===== config.mk =====
export PLATFORM = sky130hd
export DESIGN_NAME = halt_bus_ctl
export DESIGN_NICKNAME = d
export VERILOG_FILES = /design/src/rtl/halt_ctl_pkg.sv /design/src/rtl/halt_seq.sv /design/src/rtl/int_latch.sv /design/src/rtl/bus_gate.sv /design/src/rtl/halt_bus_ctl.sv
export SDC_FILE = /design/constraint.sdc
export NUM_CORES = 1
export LEC_CHECK = 0
export CAP_MARGIN = 20
export CELL_PAD_IN_SITES_DETAIL_PLACEMENT = 0
export CELL_PAD_IN_SITES_GLOBAL_PLACEMENT = 1
export CORE_AREA = 2 2 39 41
export DETAILED_ROUTE_END_ITERATION = 12
export DIE_AREA = 0 0 41 43
export PLACE_DENSITY = 0.57
export SLEW_MARGIN = 5
export SYNTH_ARGS = -nofsm -noshare
export SYNTH_HDL_FRONTEND = slang
export SYNTH_SLANG_ARGS = --single-unit

===== constraint.sdc =====
create_clock -name clk -period 1.2 [get_ports clk]
set_clock_uncertainty 0.1 [all_clocks]
set_input_delay 0.24 -clock clk [delete_from_list [all_inputs] [get_ports clk]]
set_output_delay 0.24 -clock clk [all_outputs]
set_load 0.01 [all_outputs]

===== src/rtl/halt_ctl_pkg.sv =====
package halt_ctl_pkg;
    typedef enum logic {
        ST_RUN  = 1'b0,
        ST_HALT = 1'b1
    } run_state_e;

    typedef struct packed {
        run_state_e st;
        logic       req;
    } seq_s;

    typedef struct packed {
        logic irq;
        logic nmi;
        logic nmi_prev;
    } intr_s;
endpackage


===== src/rtl/halt_seq.sv =====
module halt_seq
    import halt_ctl_pkg::*;
(
    input  logic clk,
    input  logic rst_n,
    input  logic halt_n,
    input  logic instr_last,
    output logic halted
);
    seq_s q, d;

    always_comb begin
        d     = q;
        d.req = ~halt_n;
        case (q.st)
            ST_RUN:  if (instr_last && q.req) d.st = ST_HALT;
            ST_HALT: if (!q.req)              d.st = ST_RUN;
            default: d.st = ST_RUN;
        endcase
    end

    always_ff @(posedge clk or negedge rst_n) begin
        if (!rst_n) begin
            q.st  <= ST_RUN;
            q.req <= 1'b0;
        end else begin
            q <= d;
        end
    end

    assign halted = (q.st == ST_HALT);

    // a halt begins only on an instruction's final cycle
    a_r2_halt_at_boundary: assert property (@(posedge clk) disable iff (!rst_n)
        $rose(halted) |-> $past(instr_last));

    // halted state holds while the sampled request is low
    a_r6_hold_halt: assert property (@(posedge clk) disable iff (!rst_n)
        (halted && q.req) |=> halted);
endmodule


===== src/rtl/int_latch.sv =====
module int_latch
    import halt_ctl_pkg::*;
(
    input  logic clk,
    input  logic rst_n,
    input  logic halted,
    input  logic irq_n,
    input  logic nmi_n,
    input  logic irq_ack,
    input  logic nmi_ack,
    output logic irq_req,
    output logic nmi_req
);
    intr_s q, d;

    always_comb begin
        d          = q;
        d.nmi_prev = nmi_n;
        if (!irq_n)               d.irq = 1'b1;
        else if (irq_ack)         d.irq = 1'b0;
        if (q.nmi_prev && !nmi_n) d.nmi = 1'b1;
        else if (nmi_ack)         d.nmi = 1'b0;
    end

    always_ff @(posedge clk or negedge rst_n) begin
        if (!rst_n) begin
            q.irq      <= 1'b0;
            q.nmi      <= 1'b0;
            q.nmi_prev <= 1'b1;
        end else begin
            q <= d;
        end
    end

    assign irq_req = q.irq & ~halted;
    assign nmi_req = q.nmi & ~halted;

    // a latched maskable request persists until acknowledged
    a_r7_irq_persist: assert property (@(posedge clk) disable iff (!rst_n)
        (q.irq && !irq_ack) |=> q.irq);

    // the non-maskable latch is only set by a falling edge
    a_r8_nmi_edge: assert property (@(posedge clk) disable iff (!rst_n)
        $rose(q.nmi) |-> ($past(q.nmi_prev) && !$past(nmi_n)));

    // nothing is offered to the core while halted
    a_r7_quiet_when_halted: assert property (@(posedge clk) disable iff (!rst_n)
        halted |-> (!irq_req && !nmi_req));
endmodule


===== src/rtl/bus_gate.sv =====
module bus_gate (
    input  logic halted,
    input  logic core_vma,
    input  logic core_rw,
    output logic vma,
    output logic addr_oe,
    output logic data_oe,
    output logic rw_oe
);
    always_comb begin
        vma     = core_vma & ~halted;
        addr_oe = ~halted;
        rw_oe   = ~halted;
        data_oe = ~halted & ~core_rw;
    end
endmodule


===== src/rtl/halt_bus_ctl.sv =====
module halt_bus_ctl (
    input  logic clk,
    input  logic rst_n,
    input  logic halt_n,
    input  logic instr_last,
    input  logic core_vma,
    input  logic core_rw,
    input  logic irq_n,
    input  logic nmi_n,
    input  logic irq_ack,
    input  logic nmi_ack,
    output logic bus_avail,
    output logic core_run,
    output logic vma,
    output logic addr_oe,
    output logic data_oe,
    output logic rw_oe,
    output logic irq_req,
    output logic nmi_req
);
    logic halted;

    halt_seq u_seq (
        .clk        (clk),
        .rst_n      (rst_n),
        .halt_n     (halt_n),
        .instr_last (instr_last),
        .halted     (halted)
    );

    int_latch u_int (
        .clk     (clk),
        .rst_n   (rst_n),
        .halted  (halted),
        .irq_n   (irq_n),
        .nmi_n   (nmi_n),
        .irq_ack (irq_ack),
        .nmi_ack (nmi_ack),
        .irq_req (irq_req),
        .nmi_req (nmi_req)
    );

    bus_gate u_gate (
        .halted   (halted),
        .core_vma (core_vma),
        .core_rw  (core_rw),
        .vma      (vma),
        .addr_oe  (addr_oe),
        .data_oe  (data_oe),
        .rw_oe    (rw_oe)
    );

    assign bus_avail = halted;
    assign core_run  = ~halted;

    // released bus means every drive enable and the strobe are off
    a_r4_bus_released: assert property (@(posedge clk) disable iff (!rst_n)
        bus_avail |-> (!vma && !addr_oe && !data_oe && !rw_oe));

    // running core owns the address and direction lines
    a_r5_bus_owned: assert property (@(posedge clk) disable iff (!rst_n)
        !bus_avail |-> (addr_oe && rw_oe && (vma == core_vma)));
endmodule


==> flow_summary.yaml, run 1 <==
job:
  drv_cap: 0
timing:
  slew_headroom_pct: 84.6
  period_share_pct: 107
  slew_violations: 0
  hold_viol_final: 0
  tns_ns: -0.502
  setup_slack_ns: -0.0892
  rsz0062_at_grt: "true"
  period_needed_ns: 1.29
  finalSetupViolCount: 8
  tightest_slew_ns: 0.230
  timing.fmax_mhz: 776
place:
  place_hpwl_um: 404
  io_buffers: 17
  placed_area_um2: 379
  gp_congestion: 0.687
  dpl.cell_count: 51
critical_path:
  cp-start-kind: "flop"
  cp_max_fo: 7
  arrival_ns: 0.95
  critPathRequiredTime_ns: 0.86
  crit_type: "reg2out"
  endpoint_kind: "output pin"
detailed_routing:
  drt-initial-drc-count: 0
  num_vias: 193
  wl_per_cell_um: 9.13
  firstDrtPassIters: 1
  drcViolationCount: 0
  wl_um: 511
  via_per_inst: 3.45
  ant_nets: 0
logic_synthesis:
  synth.area.top_cells: "dfrtp_1 51%, dfstp_2 13%, inv_1 9.6%"
  yosys.area.top_type_share_pct: 51.0
  synth_cells: 19
  yosysSeqAreaShare_pct: 64.3
  synth_nets: 29
  synth_area_leader_cell: "dfrtp_1"
  avgSynthCellArea_um2: 10.3
  synth_cell_types: 9
  synth-seq-cells: 5
  yosys_warnings: 0
  syn-cell-area_um2: 196
layout:
  final_cells: 56
  drive_gt1_share_pct: 42.5
  final_area_um2: 402
  fillers: 147
  nets: 51
  areaGrowthSynthToFinish_pct: 104
  antenna_cells: 0
  fin_util_pct: 29.0
clock_tree:
  ctsRootBufferMaster: "clkbuf_4"
  cts_buffers: 3
  cts_max_level: 1
  cts_tree: "done"
  clk_pin_slew_ns: 0.04
  clkLatencyLatePin_ns: 0.24
  cts_sinks: 5
  cts_max_path_buffers: 2
  cts_hold_buf: 0
global_routing:
  antenna_found_initial: 0
  gr-usage-all-layers_pct: 7.08
  grt_pass1_wl_um: 786
  grt_max_degree: 8
  grt_overflow: 0
  grt_pass1_vias: 207
floorplanning:
  fp.coreArea_um2: 1380
  ios: 18
  num_rows: 14
  die_w_um: 41
  dieArea_um2: 1760
  start_util_pct: 14.2
  die_h_um: 43
power:
  leakage_nw: 0.196
  ir_drop_mv: 0.462
  p_per_area_nw_per_um2: 1200
run_status:
  failed_checks: "negative setup slack"
  status: "finished with violations"
min_path:
  hp-class: "in2async"
==> where the power goes <==
| part | internal, W | switching (W) |
|---|---|---|
| clock | 0.000126 | 0.0000662 |
| sequential | 0.000182 | 0.00000742 |
| combinational | 0.0000630 | 0.0000363 |
| total | 0.000370 | 0.000110 |
==> critical path: stages (launching register included) <==
cell and delay, ns:
dfrtp_2 0.45, buf_4 0.15, buf_6 0.11
==> state kept, by name, summed over array words and instances (netlist names) <==
| name | cells |
|---|---|
| u_seq.halted | 1 |
| u_int.q | 3 |
| u_seq.q | 1 |
==> synthesized netlist by cell type <==
cell / count
nor2_1: 3
o21a_1: 1
dfstp_2: 1
dfrtp_1: 4
nor2b_1: 1
buf_4: 2
o22ai_1: 1
inv_1: 5
o21ai_0: 1
==> final cells by class <==
cell class	count	area (um2)	share of cell area (%)
timing repair buffer	19	170	42.4
multi-input combinational	7	38.8	9.66
tap	16	20.0	4.98
inverter	5	18.8	4.67
clock buffer	4	26.3	6.54
sequential	5	128	31.8
==> cell usage in the layout, fill, tap and decap left out <==
cell | synthesis | final
buf_2 | 0 | 4
dfrtp_1 | 4 | 3
buf_4 | 2 | 2
nor2_2 | 0 | 1
clkdlybuf4s50_1 | 0 | 9
nor2b_1 | 1 | 1
o21a_1 | 1 | 1
dfrtp_2 | 0 | 1
o21ai_0 | 1 | 1
clkbuf_4 | 0 | 3
dfstp_2 | 1 | 1
inv_2 | 0 | 1
inv_1 | 5 | 4
clkbuf_1 | 0 | 1
buf_6 | 0 | 4
o22ai_1 | 1 | 1
nor2_1 | 3 | 2
==> metal layers <==
| layer | up-vias | part of all wire [%] | global-route usage (%) |
|---|---|---|---|
| met5 | - | 0 | 0 |
| met4 | 0 | 0 | 6.00 |
| met3 | 0 | 11 | 1.57 |
| met2 | 13 | 47 | 10.9 |
| met1 | 85 | 42 | 7.57 |
| li1 | 95 | - | - |
==> metrics by stage <==
stage / hold WS (ns) / total power (W) / setup slack (ns)
6_report: 0.124 / 0.000480 / -0.0892
3_3_place_gp: 0.347 / 0.000293 / -0.483
3_5_place_dp: 0.348 / 0.000295 / -0.502
4_1_cts: 0.121 / 0.000488 / -0.103
2_1_floorplan: -0.156 / 0.000221 / 0.128
5_1_grt: 0.136 / 0.000513 / -0.150
==> cell families (layout without fill, tap and decap cells) <==
family,after synthesis,in the layout,synth area share [%]
and+or+nand+nor,4,4,8.92
DFF,5,5,64.3
AOI/OAI and AO/OA,3,3,9.56
buffers and inverters,7,28,17.2
==> final timing paths <==
| path | end | startpoint | cells past startpoint | slack [ns] |
|---|---|---|---|---|
| min in group clk | u_int.q[0] | nmi_n | 1 | 0.35 |
| worst min-delay path | u_seq.halted | rst_n | 1 | 0.12 |
| worst max register to register | u_int.q[1] | u_int.q[0] | 2 | 0.32 |
| worst min register to register | u_seq.halted | u_seq.q[0] | 1 | 0.35 |
| max in group asynchronous | u_int.q[0] | rst_n | 1 | 0.62 |
| worst max-delay path | bus_avail | u_seq.halted | 2 | -0.09 |
==> what timing repair did <==
action | CTS | global route
setup endpoints to repair | 8 | 8
buffers inserted | 0 | 1
gates cloned | 0 | 0
pin swaps | 2 | 1
resized for setup | 38 | 1
(Power assumes the default switching activity.)
==> run 2: changes to the inputs <==
DONT_BUFFER_PORTS = 1   (was not set)
PLACE_DENSITY = 0.32   (was 0.57)
==> flow_summary.yaml, run 2 (synthesis gave the netlist of run 1 again) <==
critical_path:
  worstReg2RegStart: "u_seq.halted"
  reg2reg_setup_slack_ns: 0.30
  crit_family: "flip-flops"
  crit_buf_inv: 0
  crit_slowest_cell: "dfrtp_2"
  arrival_ns: 0.91
  cp-start-kind: "flop"
  crit_chain: "nor2b_2"
  rr_worst_depth: 1
  critPathRequiredTime_ns: 0.86
  cp_max_fo: 7
  cpPeakStageDelay_ns: 0.49
  worst_r2r_endpoint: "u_seq.halted"
  endpoint_kind: "output pin"
  crit_start: "u_seq.halted"
  crit_type: "reg2out"
floorplanning:
  die_w_um: 41
  die_h_um: 43
  fp.coreArea_um2: 1380
  ios: 18
  num_rows: 14
  dieArea_um2: 1760
  start_util_pct: 14.2
detailed_routing:
  drcViolationCount: 0
  via_per_inst: 3.43
  wl_um: 376
  num_vias: 144
  drt-initial-drc-count: 1
  ant_nets: 0
  wl_per_cell_um: 8.95
  firstDrtPassIters: 2
clock_tree:
  cts_buffers: 3
  cts_sinks: 5
  cts_tree: "done"
  cts_max_level: 1
  clkLatencyLatePin_ns: 0.24
  clk_pin_slew_ns: 0.04
  cts_max_path_buffers: 2
  ctsRootBufferMaster: "clkbuf_4"
timing:
  setup_slack_ns: -0.0523
  slew_violations: 0
  rsz0062_at_grt: "true"
  tns_ns: -0.251
  timing.fmax_mhz: 799
  finalSetupViolCount: 7
  slew_headroom_pct: 84.6
  period_share_pct: 104
  hold_viol_final: 0
  tightest_slew_ns: 0.231
  period_needed_ns: 1.25
layout:
  top_register: "u_int.q"
  drive_gt1_share_pct: 38.5
  final_common_cell: "dlygate4sd3_1"
  largest_reg_flops: 3
  fillers: 155
  nets: 37
  layout_common_cells: "5 x dlygate4sd3_1, 4 x inv_1, 3 x clkbuf_4, 3 x dfrtp_1, 2 x nor2_2"
  antenna_cells: 0
  areaGrowthSynthToFinish_pct: 49.7
global_routing:
  gr-usage-all-layers_pct: 5.95
  grt_max_degree: 8
  grt_pass1_vias: 143
  antenna_found_initial: 0
  grt_pass1_wl_um: 614
  grt_overflow: 0
run_status:
  status: "finished with violations"
  failed_checks: "negative setup slack"
place:
  io_buffers: 0
  gp_congestion: 0.570
  dp_worst_setup_slack_ns: 0.141
min_path:
  whs_endpoint: "u_seq.halted"
  hp-class: "in2reg"
  min_path_cells: 1
  min-delay-start: "instr_last"
job:
  drv_cap: 0
power:
  leakage_nw: 0.132
  ir_drop_mv: 0.574
  p_per_area_nw_per_um2: 1480
[run 2: area by class of cell]
class                           count  area (um2)  area share (%)
Clock buffer                        4        26.3            8.94
Inverter                            5        18.8            6.38
Multi-Input combinational cell      7        51.3            17.4
Sequential cell                     5         128            43.4
Tap cell                           16        20.0            6.81
Timing Repair Buffer                5        50.0            17.0
[run 2: repair_timing]
action,in CTS,in global routing
resized for setup,7,0
pin swaps,0,1
endpoints found under the hold margin,8,1
hold buffers,4,1
buffers inserted,0,0
setup endpoints to repair,7,7
gates cloned,0,0
[run 2: metal layers]
metal | global-route usage, % | vias to the layer above | share of wire [%]
li1 | - | 67 | -
met1 | 5.88 | 62 | 38
met2 | 7.19 | 15 | 42
met3 | 7.85 | 0 | 19
met4 | 2.00 | 0 | 0
met5 | 0 | - | 0
[run 2: stage by stage]
step / cell area (um2) / utilization (%) / std cells / hold WS [ns] / power (W)
final: 294 / 21.2 / 42 / 0.0153 / 0.000435
after global routing: 294 / 21.2 / 42 / 0.0149 / 0.000475
after CTS: 284 / 20.5 / 41 / 0.00346 / 0.000445
after detailed placement: 201 / 14.6 / 33 / -0.155 / 0.000220
after global placement: 201 / 14.6 / 33 / -0.155 / 0.000220
after floorplan: 196 / - / 19 / -0.156 / 0.000221
[run 2: power breakdown]
group / switching [W] / internal [W] / total (W) / leakage [nW]
logic: 0.0000268 / 0.0000223 / 0.0000491 / 0.0608
registers: 0.0000103 / 0.000182 / 0.000192 / 0.0563
clock network: 0.0000678 / 0.000126 / 0.000193 / 0.0150
[run 2: how the worst max path moves through the flow]
stage	to	slack, ns	cells after the start
floorplan	core_run	0.13	2
global placement	core_run	0.14	1
detailed placement	nmi_req	0.14	1
CTS	vma	-0.07	1
global route	vma	-0.11	1
finish	vma	-0.05	1
==> run 3: changes to the inputs <==
DONT_BUFFER_PORTS = not set   (was 1)
PLACE_DENSITY = 0.57   (was 0.32)
clock period = 1.6 ns   (was 1.2 ns; I/O delays follow)
==> flow_summary.yaml, run 3 (synthesis gave the netlist of run 1 again) <==
global_routing:
  grt_max_degree: 8
  grt_pass1_vias: 201
  gr-usage-all-layers_pct: 6.77
  grt_pass1_wl_um: 759
  antenna_found_initial: 0
  grt_overflow: 0
timing:
  rsz0062_at_grt: "false"
  tightest_slew_ns: 0.221
  slew_headroom_pct: 85.2
  period_needed_ns: 1.51
  timing.fmax_mhz: 660
  hold_viol_final: 0
  period_share_pct: 94.7
  slew_violations: 0
  finalSetupViolCount: 0
critical_path:
  arrival_ns: 1.09
  endpoint_kind: "output pin"
  critPathRequiredTime_ns: 1.18
  rr_worst_depth: 2
  cp_max_fo: 1
  cp-start-kind: "input port"
  crit_type: "in2out"
power:
  p_int_w: 0.000269
  total_power_w: 0.000346
  p_per_area_nw_per_um2: 898
  p_seq_share_pct: 40.8
  p_sw_w: 0.0000777
  ir_drop_mv: 0.343
  pwr-share-comb_pct: 18.0
  clockPowerShare_pct: 41.3
  leakage_nw: 0.187
  p_sw_share_pct: 22.4
place:
  placed_area_um2: 372
  dpl.cell_count: 50
  io_buffers: 17
  place_hpwl_um: 406
  gp_congestion: 0.688
layout:
  drive_gt1_share_pct: 15.8
  antenna_cells: 0
  final_area_um2: 385
  areaGrowthSynthToFinish_pct: 96.2
  nets: 49
  largest_reg_flops: 3
  final_common_cell: "clkdlybuf4s50_1"
  layout_common_cells: "9 x clkdlybuf4s50_1, 7 x dlygate4sd2_1, 5 x inv_1"
  final_cells: 54
  top_register: "u_int.q"
min_path:
  hp-class: "in2async"
floorplanning:
  fp.coreArea_um2: 1380
  start_util_pct: 14.2
  ios: 18
  die_w_um: 41
  num_rows: 14
  die_h_um: 43
  dieArea_um2: 1760
detailed_routing:
  wl_um: 494
  via_per_inst: 3.54
  num_vias: 191
  firstDrtPassIters: 1
  drt-initial-drc-count: 0
  wl_per_cell_um: 9.15
  ant_nets: 0
  drcViolationCount: 0
clock_tree:
  cts_tree: "done"
  clkLatencyLatePin_ns: 0.24
  cts_sinks: 5
  ctsRootBufferMaster: "clkbuf_4"
  cts_max_path_buffers: 2
  cts_buffers: 3
  cts_max_level: 1
  clk_pin_slew_ns: 0.04
job:
  drv_cap: 0
run_status:
  status: "finished, final reports clean"
==> run 3: changes by cell type in the layout (fill, tap and decap cells not counted), sizes merged <==
| cell | before | now |
|---|---|---|
| clkbuf | 4 | 5 |
| dlygate4sd3 | 5 | 0 |
| clkdlybuf4s50 | 0 | 9 |
| dlygate4sd2 | 0 | 7 |
==> run 3: timing repair <==
action,CTS,global route
pin swaps,0,0
hold endpoints to repair,0,0
hold buffers,0,0
resized for setup,9,2
setup buffers,0,0
setup endpoints to repair,8,1
==> run 3: final timing paths <==
kind	slack [ns]	start	to
max	0.09	core_rw	data_oe
min	0.20	rst_n	u_seq.halted
max reg2reg	0.71	u_int.q[0]	u_int.q[1]
min reg2reg	0.35	u_seq.q[0]	u_seq.halted
max in group asynchronous	0.95	rst_n	u_int.q[0]
min in group clk	0.35	u_seq.q[0]	u_seq.halted
==> run 3: metrics by stage <==
| stage | utilization [%] | TNS [ns] | setup slack [ns] | hold slack (ns) |
|---|---|---|---|---|
| 5_1_grt | 27.8 | 0 | 0.0568 | 0.216 |
| 3_3_place_gp | 26.9 | -0.401 | -0.243 | 0.346 |
| 6_report | 27.8 | 0 | 0.0851 | 0.200 |
| 4_1_cts | 28.1 | 0 | 0.0141 | 0.200 |
| 3_5_place_dp | 26.9 | -0.449 | -0.260 | 0.348 |
| 2_1_floorplan | - | 0 | 0.448 | -0.0756 |
==> run 3: worst max-delay path: stages <==
cell and delay (ns):
clkdlybuf4s50_1 0.46, nor2_1 0.04, dlygate4sd2_1 0.28
==> run 3: power groups by stage <==
| stage | clock network [W] | registers [W] | logic (W) |
|---|---|---|---|
| after floorplan | 0 | 0.000142 | 0.0000236 |
| after global placement | 0 | 0.000142 | 0.0000740 |
| after detailed placement | 0 | 0.000143 | 0.0000747 |
| after CTS | 0.000152 | 0.000141 | 0.0000641 |
| after global routing | 0.000160 | 0.000142 | 0.0000694 |
| final | 0.000143 | 0.000141 | 0.0000622 |
==> run 3: layer usage <==
layer  GRT usage [%]  wire length, um
met1            6.25              196
met2            11.3              245
met3            1.57               52
met4            6.00                0
met5               0                0
==> run 3: layout make-up <==
type,instances,area (um2)
multi-input cells,7,36.3
well taps,16,20.0
fillers,161,998
clock buffers,4,26.3
repair buffers,17,156
flip-flops and latches,5,128
inverters,5,18.8
